===== src/rtl/alu8_pkg.sv =====
`timescale 1ns/1ps
package alu8_pkg;
  typedef enum logic [2:0] {
    OP_CLR = 3'b000,
    OP_BSA = 3'b001,
    OP_ASB = 3'b010,
    OP_ADD = 3'b011,
    OP_XOR = 3'b100,
    OP_OR  = 3'b101,
    OP_AND = 3'b110,
    OP_SET = 3'b111
  } alu_op_e;
endpackage


===== src/rtl/alu8_addsub.sv =====
`timescale 1ns/1ps
// One adder serves add, a-b and b-a; swap steers which operand is inverted.
module alu8_addsub #(
  parameter int WIDTH = 4
) (
  input  logic [WIDTH-1:0] a_i,
  input  logic [WIDTH-1:0] b_i,
  input  logic             sub_i,
  input  logic             swap_i,
  output logic [WIDTH-1:0] sum_o
);
  logic [WIDTH-1:0] lhs, rhs, rhs_x;

  always_comb begin
    lhs   = swap_i ? b_i : a_i;
    rhs   = swap_i ? a_i : b_i;
    rhs_x = sub_i ? ~rhs : rhs;
    sum_o = lhs + rhs_x + WIDTH'(sub_i);
  end
endmodule


===== src/rtl/alu8_logic.sv =====
`timescale 1ns/1ps
module alu8_logic #(
  parameter int WIDTH = 4
) (
  input  logic [WIDTH-1:0] a_i,
  input  logic [WIDTH-1:0] b_i,
  input  logic [1:0]       sel_i,
  output logic [WIDTH-1:0] res_o
);
  always_comb begin
    unique case (sel_i)
      2'b00:   res_o = a_i ^ b_i;
      2'b01:   res_o = a_i | b_i;
      2'b10:   res_o = a_i & b_i;
      default: res_o = '1;
    endcase
  end
endmodule


===== src/rtl/alu8_core.sv =====
`timescale 1ns/1ps
module alu8_core
  import alu8_pkg::*;
#(
  parameter int WIDTH   = 4,
  parameter bit REG_OUT = 1'b0
) (
  input  logic             clk_i,
  input  logic             rst_ni,
  input  logic [WIDTH-1:0] a_i,
  input  logic [WIDTH-1:0] b_i,
  input  logic [2:0]       op_i,
  output logic [WIDTH-1:0] res_o
);
  alu_op_e          op;
  logic [WIDTH-1:0] arith_res, logic_res, res_d;
  logic             is_sub, is_swap;

  assign op      = alu_op_e'(op_i);
  assign is_sub  = (op == OP_BSA) || (op == OP_ASB);
  assign is_swap = (op == OP_BSA);

  alu8_addsub #(.WIDTH(WIDTH)) u_addsub (
    .a_i   (a_i),
    .b_i   (b_i),
    .sub_i (is_sub),
    .swap_i(is_swap),
    .sum_o (arith_res)
  );

  alu8_logic #(.WIDTH(WIDTH)) u_logic (
    .a_i  (a_i),
    .b_i  (b_i),
    .sel_i(op_i[1:0]),
    .res_o(logic_res)
  );

  always_comb begin
    unique case (op)
      OP_CLR:                 res_d = '0;
      OP_SET:                 res_d = '1;
      OP_BSA, OP_ASB, OP_ADD: res_d = arith_res;
      default:                res_d = logic_res;
    endcase
  end

  generate
    if (REG_OUT) begin : g_reg
      logic [WIDTH-1:0] res_q;
      always_ff @(posedge clk_i or negedge rst_ni) begin
        if (!rst_ni) res_q <= '0;
        else         res_q <= res_d;
      end
      assign res_o = res_q;
    end else begin : g_comb
      logic unused_clk_rst;
      assign unused_clk_rst = clk_i ^ rst_ni;
      assign res_o = res_d;
    end
  endgenerate
endmodule


===== config.mk =====
export PLATFORM = sky130hd
export DESIGN_NAME = alu8_core
export DESIGN_NICKNAME = d
export VERILOG_FILES = /design/src/rtl/alu8_pkg.sv /design/src/rtl/alu8_addsub.sv /design/src/rtl/alu8_logic.sv /design/src/rtl/alu8_core.sv
export SDC_FILE = /design/constraint.sdc
export NUM_CORES = 1
export LEC_CHECK = 0
export BUFFER_PORTS_ARGS = -buffer_cell sky130_fd_sc_hd__buf_2
export CAP_MARGIN = 15
export CORE_AREA = 10 10 47 49
export DETAILED_ROUTE_END_ITERATION = 8
export DIE_AREA = 0 0 57 59
export PLACE_DENSITY = 0.67
export SLEW_MARGIN = 5
export SYNTH_ARGS = -nofsm -noshare
export SYNTH_HDL_FRONTEND = slang
export SYNTH_SLANG_ARGS = --single-unit

===== constraint.sdc =====
create_clock -name vclk -period 3.05
set_input_delay 0.61 -clock vclk [all_inputs]
set_output_delay 0.61 -clock vclk [all_outputs]
set_load 0.1 [all_outputs]

==> flow_summary.yaml <==
worst_setup_path:
  crit_family: "compound AO/OA/AOI/OAI gates"
  required_ns: 2.44
  critPathSlowestCell: "fa_2"
  crit_chain: "buf_8 -> buf_6 -> nor3_2 -> a21o_1 -> buf_4 -> a211o_1 -> fa_2 -> a221oi_4 -> buf_12"
  worstSetupPathType: "input port to output pin"
  cp-start-kind: "input port"
  cpPeakStageDelay_ns: 0.48
  critPathCaptureType: "output pin"
  arrival_ns: 2.43
  critPathBufInv: 4
  worstPathMaxFanout: 5
finish:
  area.growth.synth_to_final_pct: 84.6
  area.sequential_um2: 0
  seq_cells: 0
  finalNetCount: 130
  clockBufferCount: 0
  fin_cells: 120
  antenna_cells: 0
  drive_gt1_frac: 0.529
die:
  coreArea_um2: 1400
  die_width_um: 57
  start_util: 0.376
  ioPinCount: 17
  die-height_um: 59
  design.die.area_um2: 3360
  num_rows: 14
grt:
  globalRouteTotalUtil: 0.0932
  overflow: 0
  grt_first_pass_wirelength_um: 2720
  grt_max_degree: 13
  grt_pass1_vias: 614
  antenna_found_initial: 0
drt:
  vias: 625
  ant_nets: 0
  met3WireLength_um: 72
  drt-total-wl_um: 1550
  m1WireLength_um: 654
  top_layer: "met3"
  dr_wl_met2_um: 827
  routedWlPerCell_um: 13.0
  firstDrtPassIters: 4
  drc_errors: 0
  via_per_inst: 5.21
  drt_iter0_drc: 11
sta:
  setup_viol: 0
  tightest_slew_ns: 0.486
  min_period_ns: 3.04
  slew_headroom: 0.678
  setup_ws_ns: 0.00808
  rsz0062_at_grt: "true"
  hold_violations: 0
  fmax_ghz: 0.329
  timing.final.crit_share: 0.997
  finalMaxSlewViolations: 0
synth:
  synth_common_cells: "inv_1 (11), ha_1 (10), nor2_1 (5), o22ai_1 (5)"
  synth_cell_type_count: 27
  synth_top_area_cell: "ha_1"
  synth_most_common_cell: "inv_1"
  yosysWarnings: 0
  synth_top_area_frac: 0.238
  synth_cells: 75
  synthesis.area_um2: 527
  ys_top_cells_by_area: "ha_1 (24%), inv_1 (7.8%), o22ai_1 (5.9%)"
  synth_area_per_cell_um2: 7.02
  synth.yosys.seq_area_share: 0
  syn_nets: 99
pwr:
  p_leak_nw: 0.473
  peakVddDrop_mv: 0.231
  powerDensity_nw_per_um2: 271
placement:
  preCtsSetupSlack_ns: -0.113
  port_buffers: 15
  dp.cells: 115
  dp_hpwl_um: 1210
  gp_congestion: 0.772
run_status:
  run_status: "finished, final reports clean"
flow_run:
  cap_violations: 0
min_path:
  hold_class: "input port to output pin"
[through the flow]
step	hold WS, ns	TNS, ns	utilization	power [mW]	instance area (um^2)
6_report	1.72	0	0.694	0.263	972
3_3_place_gp	1.74	-0.0798	0.588	0.233	825
4_1_cts	1.72	-0.0499	0.678	0.260	950
5_1_grt	1.74	-0.0607	0.694	0.281	972
2_1_floorplan	1.53	-0.648	-	0.168	632
3_5_place_dp	1.75	-0.131	0.588	0.238	825
[worst paths after layout]
path                 from       end  cells after the start
setup / recovery  op_i[0]  res_o[1]                      9
hold / removal    op_i[1]  res_o[1]                      5
[power by group]
group	switching [mW]	internal (mW)	leakage, nW
clock	0	0	0
combinational	0.148	0.116	0.473
sequential	0	0	0
total	0.148	0.116	0.473
[layer usage]
| layer | vias up | track usage |
|---|---|---|
| met5 | - | 0 |
| met4 | 0 | 0.00671 |
| met3 | 0 | 0.0129 |
| met2 | 12 | 0.172 |
| met1 | 289 | 0.115 |
| li1 | 324 | - |
[layout make-up]
class                           instances  area, um^2
Fill cell                             111         429
Inverter                               12        52.6
Multi-Input combinational cell         58         586
Tap cell                               16        20.0
Timing Repair Buffer                   34         314
[cell usage in the layout, fill, tap and decap left out]
cell,n
xor2_1,1
nor2_4,1
inv_4,3
a211o_1,3
o22ai_4,2
buf_2,8
ha_1,8
inv_1,9
a21oi_2,1
buf_6,9
ha_2,2
a21o_1,2
nor4b_2,2
nor3_1,2
xor2_2,1
o21ai_2,1
nor2_1,4
xnor2_2,1
nand2_1,3
and3_4,1
o32ai_4,1
a21oi_1,3
buf_12,3
a31oi_1,1
o22ai_1,3
nand2b_1,1
o21ai_1,1
xnor2_1,1
a22oi_2,1
a211oi_2,1
buf_4,13
buf_8,1
a221oi_4,1
a211oi_1,1
mux2i_1,3
o21a_1,1
o21ai_0,2
fa_2,1
nor3_2,1
[timing repair]
| item | 4_1_cts | 5_1_grt |
|---|---|---|
| setup endpoints to repair | 2 | 2 |
| setup buffers | 5 | 0 |
| resized for setup | 25 | 4 |
| pin swaps | 12 | 7 |
| hold buffers | 0 | 0 |
[tightest hold or removal path, stage by stage]
cell and delay (ns):
buf_6 0.10, inv_4 0.04, buf_4 0.12, a221oi_4 0.07, buf_12 0.17
[kinds of logic after synthesis]
group                    after synthesis  synth area share
AO/OA/AOI/OAI                         25             0.316
buffers and inverters                 17             0.142
AND/OR/NAND/NOR                       15             0.143
adder cells (fa/ha/maj)               11             0.276
XOR/XNOR                               4            0.0665
multiplexers                           3            0.0570
No activity file was read; power rests on OpenSTA's default activity.
